<file path="src/rtl/scs_pkg.sv">
// Shared types of the supply charge sequencer.
// Assumes: all voltage codes share one width, set by the top.
package scs_pkg;

    typedef enum logic [2:0] {
        ST_PRECHG    = 3'd0,
        ST_REG_START = 3'd1,
        ST_RUN       = 3'd2,
        ST_BURST     = 3'd3,
        ST_PROT      = 3'd4
    } scs_state_e;

    typedef struct packed {
        logic above_rst;
        logic above_start;
        logic below_start_band;
        logic below_low;
        logic above_low_band;
        logic rail_uv;
        logic reg_ok;
    } scs_flags_t;

endpackage

</file>
<file path="src/rtl/scs_levels.sv">
// Threshold comparators of the supply charge sequencer.
// Compares the two sampled codes against parameter levels and returns flags.
// Assumes: codes are unsigned, 10 mV/LSB, with START_HYST < START_CODE.
module scs_levels #(
    parameter int CODE_W       = 12,
    parameter int RST_CODE     = 350,
    parameter int START_CODE   = 1910,
    parameter int START_HYST   = 70,
    parameter int LOW_CODE     = 1200,
    parameter int LOW_HYST     = 50,
    parameter int RAIL_UV_CODE = 900,
    parameter int REG_UV_CODE  = 1000
) (
    input  logic [CODE_W-1:0] rail_code,
    input  logic [CODE_W-1:0] reg_code,
    output scs_pkg::scs_flags_t flags
);
    localparam logic [CODE_W-1:0] K_RST     = CODE_W'(RST_CODE);
    localparam logic [CODE_W-1:0] K_START   = CODE_W'(START_CODE);
    localparam logic [CODE_W-1:0] K_CLOSE   = CODE_W'(START_CODE - START_HYST);
    localparam logic [CODE_W-1:0] K_LOW     = CODE_W'(LOW_CODE);
    localparam logic [CODE_W-1:0] K_LOW_OPEN = CODE_W'(LOW_CODE + LOW_HYST);
    localparam logic [CODE_W-1:0] K_RAIL_UV = CODE_W'(RAIL_UV_CODE);
    localparam logic [CODE_W-1:0] K_REG_UV  = CODE_W'(REG_UV_CODE);

    // Compare both codes against every level in one flat layer.
    always_comb begin
        flags.above_rst        = rail_code >  K_RST;
        flags.above_start      = rail_code >  K_START;
        flags.below_start_band = rail_code <  K_CLOSE;
        flags.below_low        = rail_code <  K_LOW;
        flags.above_low_band   = rail_code >  K_LOW_OPEN;
        flags.rail_uv          = rail_code <  K_RAIL_UV;
        flags.reg_ok           = reg_code  >= K_REG_UV;
    end

endmodule

</file>
<file path="src/rtl/scs_fsm.sv">
// State machine of the supply charge sequencer.
// Holds the operating state, the hysteretic switch bit, the start-reached
// flag and the restart pulse. Outputs decode from registers and reg_ok.
// Assumes: flags come from scs_levels in the same cycle; reset synchronous.
module scs_fsm (
    input  logic               clk,
    input  logic               rst_n,
    input  scs_pkg::scs_flags_t flags,
    input  logic               burst_idle,
    input  logic               protect,
    input  logic               start_done,
    output logic               chg_lim_en,
    output logic               chg_full_en,
    output logic               switch_ok,
    output logic               restart_req
);
    import scs_pkg::*;

    scs_state_e state_q, state_d;
    logic       sw_on_q, sw_on_d;
    logic       reached_q, reached_d;
    logic       restart_q, restart_d;
    logic       sw_start, sw_low;

    // Next switch value under each hysteresis rule.
    always_comb begin
        sw_start = flags.above_start ? 1'b0 : (flags.below_start_band ? 1'b1 : sw_on_q);
        sw_low   = flags.below_low   ? 1'b1 : (flags.above_low_band   ? 1'b0 : sw_on_q);
    end

    // Next-state logic with protection > restart > rail UV > burst priority.
    always_comb begin
        state_d   = state_q;
        sw_on_d   = sw_on_q;
        reached_d = reached_q;
        restart_d = 1'b0;
        case (state_q)
            ST_PRECHG: begin
                if (flags.above_rst) begin
                    state_d   = ST_REG_START;
                    sw_on_d   = 1'b1;
                    reached_d = 1'b0;
                end
            end
            ST_REG_START: begin
                sw_on_d = sw_start;
                if (flags.above_start) reached_d = 1'b1;
                if (protect) begin
                    state_d = ST_PROT;
                end else if (start_done && switch_ok) begin
                    state_d = ST_RUN;
                    sw_on_d = 1'b0;
                end
            end
            ST_RUN, ST_BURST: begin
                if (state_q == ST_BURST) sw_on_d = sw_low;
                if (protect) begin
                    state_d = ST_PROT;
                    sw_on_d = 1'b1;
                end else if (!flags.reg_ok) begin
                    state_d   = ST_PRECHG;
                    sw_on_d   = 1'b0;
                    restart_d = 1'b1;
                end else if (flags.rail_uv) begin
                    state_d = ST_PRECHG;
                    sw_on_d = 1'b0;
                end else if (state_q == ST_RUN && burst_idle) begin
                    state_d = ST_BURST;
                    sw_on_d = 1'b0;
                end else if (state_q == ST_BURST && !burst_idle) begin
                    state_d = ST_RUN;
                    sw_on_d = 1'b0;
                end
            end
            ST_PROT: begin
                sw_on_d = sw_start;
                if (!protect) begin
                    state_d   = ST_REG_START;
                    reached_d = 1'b0;
                end
            end
            default: begin
                state_d = ST_PRECHG;
                sw_on_d = 1'b0;
            end
        endcase
    end

    // State registers with synchronous active-low reset into pre-charge.
    always_ff @(posedge clk) begin
        if (!rst_n) begin
            state_q   <= ST_PRECHG;
            sw_on_q   <= 1'b0;
            reached_q <= 1'b0;
            restart_q <= 1'b0;
        end else begin
            state_q   <= state_d;
            sw_on_q   <= sw_on_d;
            reached_q <= reached_d;
            restart_q <= restart_d;
        end
    end

    // Output decode from the registered state.
    always_comb begin
        chg_lim_en  = (state_q == ST_PRECHG);
        chg_full_en = sw_on_q && (state_q == ST_REG_START || state_q == ST_BURST
                                  || state_q == ST_PROT);
        switch_ok   = flags.reg_ok && ((state_q == ST_REG_START && reached_q)
                                       || state_q == ST_RUN || state_q == ST_BURST);
        restart_req = restart_q;
    end

    AST_PRECHG_EXIT: assert property (@(posedge clk) disable iff (!rst_n)
        (chg_lim_en && flags.above_rst) |=> (chg_full_en && !chg_lim_en));
    AST_START_OPEN: assert property (@(posedge clk) disable iff (!rst_n)
        ((state_q == ST_REG_START || state_q == ST_PROT) && flags.above_start)
        |=> !chg_full_en);
    AST_LOW_CLOSE: assert property (@(posedge clk) disable iff (!rst_n)
        (state_q == ST_BURST && burst_idle && !protect && flags.reg_ok
         && !flags.rail_uv && flags.below_low) |=> chg_full_en);
    AST_PERMIT_REG: assert property (@(posedge clk) disable iff (!rst_n)
        switch_ok |-> flags.reg_ok);
    AST_RESTART_PULSE: assert property (@(posedge clk) disable iff (!rst_n)
        restart_req |=> !restart_req);
    AST_RESTART_PRECHG: assert property (@(posedge clk) disable iff (!rst_n)
        $rose(restart_req) |-> chg_lim_en);
    AST_RAIL_UV: assert property (@(posedge clk) disable iff (!rst_n)
        (state_q == ST_RUN && flags.rail_uv && flags.reg_ok && !protect)
        |=> (chg_lim_en && !restart_req));
    AST_PROT_FIRST: assert property (@(posedge clk) disable iff (!rst_n)
        (state_q == ST_RUN && protect) |=> (!restart_req && !switch_ok));

endmodule

</file>
<file path="src/rtl/supply_charge_seq.sv">
// Top of the supply charge sequencer.
// Joins the threshold comparators to the state machine.
// Assumes: codes are sampled in the clk domain upstream.
module supply_charge_seq #(
    parameter int CODE_W       = 12,
    parameter int RST_CODE     = 350,
    parameter int START_CODE   = 1910,
    parameter int START_HYST   = 70,
    parameter int LOW_CODE     = 1200,
    parameter int LOW_HYST     = 50,
    parameter int RAIL_UV_CODE = 900,
    parameter int REG_UV_CODE  = 1000
) (
    input  logic              clk,
    input  logic              rst_n,
    input  logic [CODE_W-1:0] rail_code,
    input  logic [CODE_W-1:0] reg_code,
    input  logic              burst_idle,
    input  logic              protect,
    input  logic              start_done,
    output logic              chg_lim_en,
    output logic              chg_full_en,
    output logic              switch_ok,
    output logic              restart_req
);
    scs_pkg::scs_flags_t flags;

    scs_levels #(
        .CODE_W(CODE_W), .RST_CODE(RST_CODE), .START_CODE(START_CODE),
        .START_HYST(START_HYST), .LOW_CODE(LOW_CODE), .LOW_HYST(LOW_HYST),
        .RAIL_UV_CODE(RAIL_UV_CODE), .REG_UV_CODE(REG_UV_CODE)
    ) u_levels (
        .rail_code(rail_code),
        .reg_code (reg_code),
        .flags    (flags)
    );

    scs_fsm u_fsm (
        .clk        (clk),
        .rst_n      (rst_n),
        .flags      (flags),
        .burst_idle (burst_idle),
        .protect    (protect),
        .start_done (start_done),
        .chg_lim_en (chg_lim_en),
        .chg_full_en(chg_full_en),
        .switch_ok  (switch_ok),
        .restart_req(restart_req)
    );

endmodule

</file>
<file path="config.mk">
export PLATFORM = sky130hd
export DESIGN_NAME = supply_charge_seq
export DESIGN_NICKNAME = d
export VERILOG_FILES = /design/src/rtl/scs_pkg.sv /design/src/rtl/scs_levels.sv /design/src/rtl/scs_fsm.sv /design/src/rtl/supply_charge_seq.sv
export SDC_FILE = /design/constraint.sdc
export NUM_CORES = 1
export LEC_CHECK = 0
export BUFFER_PORTS_ARGS = -buffer_cell sky130_fd_sc_hd__buf_2
export CAP_MARGIN = 40
export CORE_MARGIN = 10
export CORE_UTILIZATION = 38
export DETAILED_ROUTE_END_ITERATION = 7
export MAX_ROUTING_LAYER = met4
export PLACE_DENSITY = 0.71
export SLEW_MARGIN = 15
export SYNTH_ARGS = -nofsm -noshare
export SYNTH_HDL_FRONTEND = slang
export SYNTH_SLANG_ARGS = --single-unit
</file>
<file path="constraint.sdc">
create_clock -name clk -period 1.6 [get_ports clk]
set_clock_uncertainty 0.2 [all_clocks]
set_input_delay 0.08 -clock clk [delete_from_list [all_inputs] [get_ports clk]]
set_output_delay 0.08 -clock clk [all_outputs]
set_load 0.02 [all_outputs]
</file>
Yosys cells after proc, flatten, opt, wreduce, memory -nomap -nowiden

Cells that the tools add are included.

Bits in registers: 6
Input port bits: 29
Output and inout bits: 4
Word-level logic and storage cells: 71

Magnitude comparators: 7
Equality and inequality tests: 11
Muxes and demuxes: 29
Bitwise gates (word level): 2
Reductions and logical operators: 18

Operators with widths:

| cell                 | number |
|---|---|
| $mux 3               | 9 |
| $gt 12x11->1 const B | 2 |
| $lt 12x11->1 const B | 2 |
| $mux 1               | 17 |
| $ge 12x10->1 const B | 1 |
| $gt 12x9->1 const B  | 1 |
| $lt 12x10->1 const B | 1 |
| $pmux 3 s4           | 1 |
| $ne 8x6->1 const B   | 1 |
| $reduce_and 4->1     | 2 |
| $ne 7x7->1 const B   | 1 |
| $eq 3x2->1 const B   | 2 |
| $logic_and 1x1->1    | 6 |
| $ne 6x6->1 const B   | 1 |
| $logic_or 1x1->1     | 4 |
| $ne 2x1->1 const B   | 2 |
| $pmux 1 s4           | 1 |
| $eq 3x1->1 const B   | 1 |
| $eq 3x3->1 const B   | 1 |
| $logic_not 3->1      | 1 |
| $ne 3x2->1 const B   | 1 |
| $pmux 1 s3           | 1 |
| $reduce_and 3->1     | 1 |
| $reduce_bool 3->1    | 1 |
| 5 further kinds      | 6 |

Longest topological paths before layout

Gate-level depths: netlist of run 1.

Word-level depth: 10
Mapped depth: 6
Gate-level depth less buffers: 5

Hierarchy

Synthesis of run 1 repeated with hierarchy kept, for this count alone.

Cell total of the unflattened synthesis: 98
Area total of the unflattened synthesis: 739.5 um^2

Modules (own cells, without submodules):

| module     | instances | cells an instance | area each (um^2) | seq. area each (um^2) |
|---|---|---|---|---|
| scs_fsm    | 1         | 60                | 495.5            | 120.1 |
| scs_levels | 1         | 38                | 244.0            | 0.0 |

Least setup slack after synthesis of run 1

Ideal clock, no wire load.

Path type: register to register
Start point: register u_fsm.state_q[2]
End point: register u_fsm.reached_q
Library setup time: 0.058 ns
Data arrival time: 1.660 ns
Data required time: 1.342 ns
Path slack: -0.318 ns
Stages on the path, launching flop included: 6
Buffers on the path: 1
Period minus slack after synthesis: 1.918 ns
Cells stage by stage: dfxtp_1 clkbuf_1 nor3_1 a41oi_1 nand2_1 o211a_1

Cells in the longest elaborated chain, start to end: 3
Elaborated cells on any way between the ends: 9
Those cells by class: eq/ne (5); mux (1); reduce/logical (3)

Ends and longest elaborated chain:

| item                                                      | RTL line                | RTL |
|---|---|---|
| start, declared                                           | scs_fsm.sv:19           | `scs_state_e state_q, state_d;` |
| start signal, assigned                                    | scs_fsm.sv:97           | `state_q <= state_d;` |
| $logic_not 3->1 (*)                                       | n/a                     |  |
| via chg_lim_en                                            | supply_charge_seq.sv:21 | `output logic chg_lim_en,` |
| $ne 2x1->1 (no line) or $reduce_bool 3->1 (tied branches) | n/a                     |  |
| $reduce_and 4->1 (no line)                                | n/a                     |  |
| end signal, assigned                                      | scs_fsm.sv:99           | `reached_q <= reached_d;` |
| end, declared                                             | scs_fsm.sv:21           | `logic reached_q, reached_d;` |

Mark *: on every way through the listed nets, which the timed path passes. The rest lies on a longest branch.
A chain may end at the register's enable or synchronous reset.

Worst setup path after layout of run 1

Start point: register u_fsm.state_q[0]
End point: register u_fsm.sw_on_q

Cells in the longest elaborated chain, start to end: 9
Elaborated cells on any way between the ends: 25
Those cells by class: eq/ne (7); mux (8); reduce/logical (10)

Ends and longest elaborated chain:

| item                                                               | RTL line      | RTL |
|---|---|---|
| parallel branches: the longest is 9 deep, another holds $pmux 1 s4 | n/a           |  |
| end signal, assigned                                               | scs_fsm.sv:98 | `sw_on_q <= sw_on_d;` |
| end, declared                                                      | scs_fsm.sv:20 | `logic sw_on_q, sw_on_d;` |

Several ways; the timed one is not identified.

==> impl_metrics.csv, run 1 <==
group,metric,value,unit
worst_setup_path,reg2reg_to,"u_fsm.sw_on_q$_SDFFE_PN0P_",
yosys,synthesis.area,569,sq um
floorplan,start_util,0.422,
power,ir_worst_vdd,0.476,mV
yosys,syn_nets,110,
outcome,violations,"negative hold slack, negative setup slack",
layout,final_nets,153,
yosys,synth_edf_count,0,
cts,clkSinkCount,6,
routing,drtIter0Drc,19,
worst_setup_path,endpoint,"u_fsm.sw_on_q$_SDFFE_PN0P_",
routing,finalWirelength,1980,microns
run,maxCapViolCount,0,
layout,stdcell_count,137,
cts,htree_levels,1,
grt,grt_pass1_vias,744,
routing,drt_first_pass_iters,4,
cts,holdBufCountCts,1,
layout,nFillCells,118,
yosys,syn_avg_cell_area,7.03,sq um
routing,vias_per_cell,5.69,
grt,grt_usage,0.118,
floorplan,die_area,3450,sq um
yosys,synth_area_leader_cell,"dfxtp_1",
grt,grt_max_degree,11,
timing,slew_headroom,0.748,
power,total_power,0.568,mW
worst_setup_path,r2r_cells,5,
layout,drive_gt1_frac,0.410,
worst_setup_path,rr_startpoint,"u_fsm.state_q[0]$_SDFFE_PN0P_",
timing,setup_slack,-0.0739,ns
worst_setup_path,path_cells,"nand2_1, or4_1, o32a_1, o311ai_1, a31oi_1",
timing,fin_hold_ws,-0.0287,ns
worst_setup_path,ff2ff_setup_slack,-0.07,ns
worst_hold_path,hold_class,"in2reg",
yosys,synth-main-ff-cell,"dfxtp_1",
worst_setup_path,arrival,1.60,ns
timing,rsz0062_at_grt,"true",
cts,cts_tree,"yes",
power,p_leak,0.424,nW
cts,clkTransAtPathRegs,0.05,ns
power,powerDensity,658,nW/um^2
routing,ant_nets,0,
outcome,status,"finished, violations left",
placement,dp.cells,133,
grt,grt_pass1_wl,3260,microns
worst_setup_path,path_buf_inv,0,
cts,insertion_delay,0.25,ns
placement,dpl.hpwl,1620,microns
worst_hold_path,hold_depth,4,
timing,finalCritPeriodShare,1.05,
yosys,syn_inst,81,
cts,post_cts_buffers,0,
floorplan,die_x,58.7,microns
worst_setup_path,crit_required,1.52,ns
worst_setup_path,cp.depth,5,
routing,routedWlPerCell,14.4,microns
worst_setup_path,crit_start,"u_fsm.state_q[0]$_SDFFE_PN0P_",
grt,antenna_found_initial,0,
placement,globalplace.congestion,0.945,
layout,final_util,0.639,
floorplan,num_rows,13,
cts,clk_path_buf_depth,2,
cts,cts_made_buffers,3,
yosys,synth_area_leaders,"dfxtp_1, nand2_1, nor2_1",
timing,finalHoldViolCount,2,
yosys,synth_cell_type_count,35,
yosys,yosys.area.top_type_share,0.211,
routing,routed-via-count,779,
placement,portBuffers,29,
cts,cts-root-buf,"clkbuf_4",
worst_setup_path,cpMaxStageDelayCell,"or4_1",
timing,fmax,0.597,GHz
yosys,ys_ff_latch,6,
routing,drcViolationCount,0,
floorplan,coreArea,1350,sq um
worst_setup_path,startpoint_type,"flip-flop",
timing,setup_viol,1,
worst_setup_path,worstSetupEndpointType,"flip-flop",
floorplan,top_level_ports,33,
floorplan,chipHeight,58.7,microns
timing,drv_slew,0,
grt,grt_overflow,0,
layout,syn_to_final_growth,51.6,%
timing,period_needed,1.67,ns
timing,worst_pin_slew,0.376,ns
yosys,ys_warn_count,0,
worst_setup_path,critPathMaxStageDelay,0.40,ns
worst_setup_path,cp_top_family,"compound AO/OA/AOI/OAI gates",
yosys,synthArstFlopShare,0,
worst_setup_path,worstSetupPathType,"reg2reg",
worst_setup_path,crit_fanout,2,
layout,diodes,0,
yosys,seq_area_frac_synth,0.211,
[layout by cell type (no fill, tap or decap), drive strengths merged, types with 3 or more instances in the layout]
| cell | instances |
|---|---|
| buf | 40 |
| nand2 | 11 |
| nor2 | 9 |
| dfxtp | 6 |
| o21ai | 5 |
| nor3 | 5 |
| nand4 | 4 |
| a21oi | 3 |
| nand3 | 3 |
| clkbuf | 3 |
[cell families after synthesis]
family / after synthesis / share of synthesized area
AOI/OAI and AO/OA: 25 / 0.327
xor gates and xnor gates: 2 / 0.0308
buffers and inverters: 4 / 0.0286
DFF: 6 / 0.211
muxes: 1 / 0.0176
and+or+nand+nor: 43 / 0.385
[area by class of cell]
class / count / area (sq um) / share of cell area
Tap cell: 15 / 18.8 / 0.0217
Multi-Input combinational cell: 71 / 457 / 0.529
Sequential cell: 6 / 121 / 0.141
Inverter: 1 / 3.75 / 0.00435
Timing Repair Buffer: 41 / 240 / 0.278
Clock buffer: 3 / 22.5 / 0.0261
[cells in the mapped netlist, types with 2 or more instances]
library cell  instances
a21boi_0              2
a21o_1                2
a21oi_1               3
a31o_2                2
a31oi_1               2
and2_1                2
and3_1                2
clkbuf_1              2
dfxtp_1               6
nand2_1              11
nand3_1               3
nand4_1               4
nor2_1                9
nor3_1                5
o211a_1               2
o21ai_0               4
o32a_1                2
[worst min-delay path: stages]
cell and delay [ns]:
buf_2 0.13, nor2_2 0.06, nand2_1 0.06, nor3_1 0.04
[metal layers]
metal / GRT usage / wire length, microns / vias to the layer above
li1: - / - / 401
met1: 0.147 / 865 / 356
met2: 0.184 / 1010 / 22
met3: 0.0300 / 108 / 0
met4: 0.0295 / 0 / 0
met5: - / 0 / -
[repair_timing]
item,4_1_cts,5_1_grt
hold endpoints to repair,6,1
gates resized for setup,3,3
endpoints found under the setup margin,4,4
[sequential cells by signal, summed over array words and instances (netlist names)]
signal / flops
u_fsm.restart_req: 1
u_fsm.reached_q: 1
u_fsm.sw_on_q: 1
u_fsm.state_q: 3
[where the power goes]
group	leakage [nW]	total, mW	switching, mW	internal, mW
Clock	0.0138	0.144	0.0589	0.0851
Sequential	0.0494	0.174	0.0111	0.163
Combinational	0.361	0.250	0.129	0.121
Total	0.424	0.568	0.199	0.369
[worst min-delay path by stage]
| stage | start | end | slack (ns) |
|---|---|---|---|
| after floorplan | rst_n | u_fsm.restart_req$_SDFF_PP0_ | -0.006 |
| after global placement | rst_n | u_fsm.state_q[1]$_SDFFE_PN0P_ | 0.17 |
| after detailed placement | rst_n | u_fsm.restart_req$_SDFF_PP0_ | 0.17 |
| after CTS | protect | u_fsm.state_q[2]$_SDFFE_PN0P_ | -0.02 |
| after global routing | protect | u_fsm.state_q[1]$_SDFFE_PN0P_ | -0.01 |
| final | protect | u_fsm.state_q[1]$_SDFFE_PN0P_ | -0.03 |
[through the flow]
step                area (sq um)  hold slack (ns)  setup TNS [ns]  setup slack [ns]
finish                       863          -0.0287         -0.0739           -0.0739
global route                 863          -0.0120          -0.180            -0.158
CTS                          858          -0.0220         -0.0730           -0.0730
detailed placement           815            0.175         -0.0988           -0.0832
global placement             815            0.174         -0.0361           -0.0361
floorplan                    581         -0.00621        -0.00531          -0.00531
Power figures use the tool's default switching activity.
==> run 2: changes to the inputs <==
CORE_UTILIZATION = 41   (was 38)
SYNTH_HIERARCHICAL = 1   (was not set)
==> run 2 against run 1 <==
  * Worst setup slack got worse by 0.26 ns
  * The flow finishes with violations (negative setup slack)
  * Wire length up 51%
  * Cell count up 36%
  * Synthesized area rose by 30%
  * Worst hold slack improved by 0.11 ns
  * Cell area is 50% higher
==> impl_metrics.csv, run 2 <==
group,metric,value,unit
worst_setup_path,worstSetupEndpointType,"flip-flop",
layout,syn_to_final_growth,74.6,%
timing,finalCritPeriodShare,1.21,
outcome,status,"finished, violations left",
timing,setup_slack,-0.332,ns
placement,dpl.hpwl,2290,microns
grt,antenna_found_initial,0,
outcome,violations,"negative setup slack",
grt,grt_max_degree,11,
timing,rsz0062_at_grt,"true",
routing,ant_nets,0,
cts,clkTransAtPathRegs,0.05,ns
routing,drtIter0Drc,49,
yosys,synth.cells.most_frequent,"nand2_1, a21oi_1, nor2_1, dfxtp_1, nor3_1",
routing,routedWlPerCell,16.0,microns
worst_setup_path,critPathMaxStageDelay,0.57,ns
worst_setup_path,worstSetupPathType,"in2reg",
cts,cts_made_buffers,3,
floorplan,num_rows,15,
worst_setup_path,cp_top_family,"simple AND/OR/NAND/NOR gates",
worst_setup_path,cpMaxStageDelayCell,"or4b_1",
placement,portBuffers,29,
layout,final_cell_mix,"buf_4, buf_2, nor2_1, nand2_1",
worst_setup_path,path_cells,"buf_2, or4b_1, nor3_1, a21oi_2, nor4bb_1, o211ai_1, a21boi_1, o221a_1",
floorplan,coreArea,1730,sq um
yosys,ys_ff_latch,6,
worst_setup_path,startpoint_type,"input pin",
grt,grt_usage,0.142,
yosys,seq_area_frac_synth,0.162,
layout,final_nets,192,
floorplan,die_area,3900,sq um
worst_setup_path,crit_fanout,2,
yosys,ys_warn_count,6,
routing,finalWirelength,2980,microns
power,p_leak,0.583,nW
layout,largest_reg_flops,3,
timing,drv_slew,0,
cts,cts-root-buf,"clkbuf_4",
routing,vias_per_cell,5.90,
timing,finalHoldViolCount,0,
routing,drt_first_pass_iters,5,
cts,clk_path_buf_depth,2,
layout,final_common_cell,"buf_4",
grt,grt_pass1_wl,4660,microns
timing,slew_headroom,0.760,
cts,cts_tree,"yes",
yosys,synth.most_common_cell,"nand2_1",
yosys,synth_area_leaders,"dfxtp_1, a21oi_1, nor3_1",
cts,htree_levels,1,
routing,drcViolationCount,0,
floorplan,start_util,0.428,
yosys,syn_nets,127,
timing,period_needed,1.93,ns
yosys,synthArstFlopShare,0,
layout,diodes,0,
yosys,syn_avg_cell_area,7.55,sq um
run,maxCapViolCount,0,
floorplan,top_level_ports,33,
layout,stdcell_count,186,
routing,routed-via-count,1097,
power,powerDensity,907,nW/um^2
yosys,syn_inst,98,
worst_hold_path,hold_class,"in2reg",
cts,insertion_delay,0.24,ns
placement,globalplace.congestion,0.866,
timing,fmax,0.518,GHz
timing,worst_pin_slew,0.358,ns
grt,grt_pass1_vias,1074,
yosys,synthesis.area,739,sq um
yosys,synth_edf_count,0,
yosys,yosys.area.top_type_share,0.162,
placement,dp.cells,181,
worst_setup_path,path_buf_inv,1,
yosys,synth-main-ff-cell,"dfxtp_1",
timing,fin_hold_ws,0.0849,ns
yosys,synth_area_leader_cell,"dfxtp_1",
floorplan,die_x,62.5,microns
worst_setup_path,arrival,1.87,ns
timing,setup_viol,2,
power,ir_worst_vdd,0.902,mV
yosys,synth_cell_type_count,46,
worst_setup_path,crit_required,1.54,ns
cts,clkSinkCount,6,
layout,drive_gt1_frac,0.528,
grt,grt_overflow,0,
layout,regMostFlops,"u_fsm/state_q",
floorplan,chipHeight,62.5,microns
[run 2: logic make-up (layout without fill, tap and decap cells)]
logic type             Yosys count  in the layout  share of synthesized area
flip-flops                       6              6                      0.162
buffers and inverters            9             72                     0.0660
AND/OR/NAND/NOR                 46             46                      0.398
multiplexers                     1              1                     0.0135
AO/OA/AOI/OAI                   35             35                      0.349
XOR/XNOR                         1              1                     0.0118
[run 2: metal layers]
layer	track usage	part of all wire
met5	-	0
met4	0.0391	0.019
met3	0.0394	0.071
met2	0.227	0.48
met1	0.171	0.42
[run 2: through the flow]
| stage | TNS, ns | total power [mW] | utilization | instance area (sq um) | setup slack (ns) |
|---|---|---|---|---|---|
| after floorplan | -0.519 | 0.651 | - | 756 | -0.336 |
| after global placement | -1.39 | 0.936 | 0.667 | 1150 | -0.521 |
| after detailed placement | -1.67 | 0.967 | 0.667 | 1150 | -0.623 |
| after CTS | -0.306 | 1.15 | 0.725 | 1250 | -0.306 |
| after global routing | -0.596 | 1.25 | 0.748 | 1290 | -0.370 |
| final | -0.349 | 1.17 | 0.748 | 1290 | -0.332 |
[run 2: what timing repair did]
item,in CTS,in global routing
resized for setup,12,11
setup endpoints to repair,6,5
buffers inserted,1,0
hold buffers,1,0
pin swaps,4,1
hold endpoints to repair,4,0
[run 2: cell type report]
| type | count | area [sq um] |
|---|---|---|
| Tap cell | 25 | 31.3 |
| Fill cell | 130 | 435 |
| Inverter | 5 | 18.8 |
| Multi-Input combinational cell | 83 | 641 |
| Clock buffer | 3 | 22.5 |
| Sequential cell | 6 | 124 |
| Timing Repair Buffer | 64 | 454 |
[run 2: worst paths after layout]
check	from	cells after the start	endpoint	slack [ns]
max reg2reg	u_fsm/state_q[0]$_SDFFE_PN0P_	5	u_fsm/sw_on_q$_SDFFE_PN0P_	-0.06
min reg2reg	u_fsm/state_q[2]$_SDFFE_PN0P_	2	u_fsm/state_q[2]$_SDFFE_PN0P_	0.37
min	burst_idle	5	u_fsm/state_q[0]$_SDFFE_PN0P_	0.08
max	rail_code[2]	8	u_fsm/sw_on_q$_SDFFE_PN0P_	-0.33
[run 2: power breakdown]
part	switching [mW]	internal [mW]	leakage (nW)
clock network	0.0550	0.0849	0.0138
logic	0.363	0.405	0.519
registers	0.0655	0.198	0.0504
[run 2: tightest hold or removal path, stage by stage]
cell and delay, ns:
buf_2 0.13, inv_1 0.05, o41ai_1 0.08, nand3b_1 0.08, mux2i_1 0.06
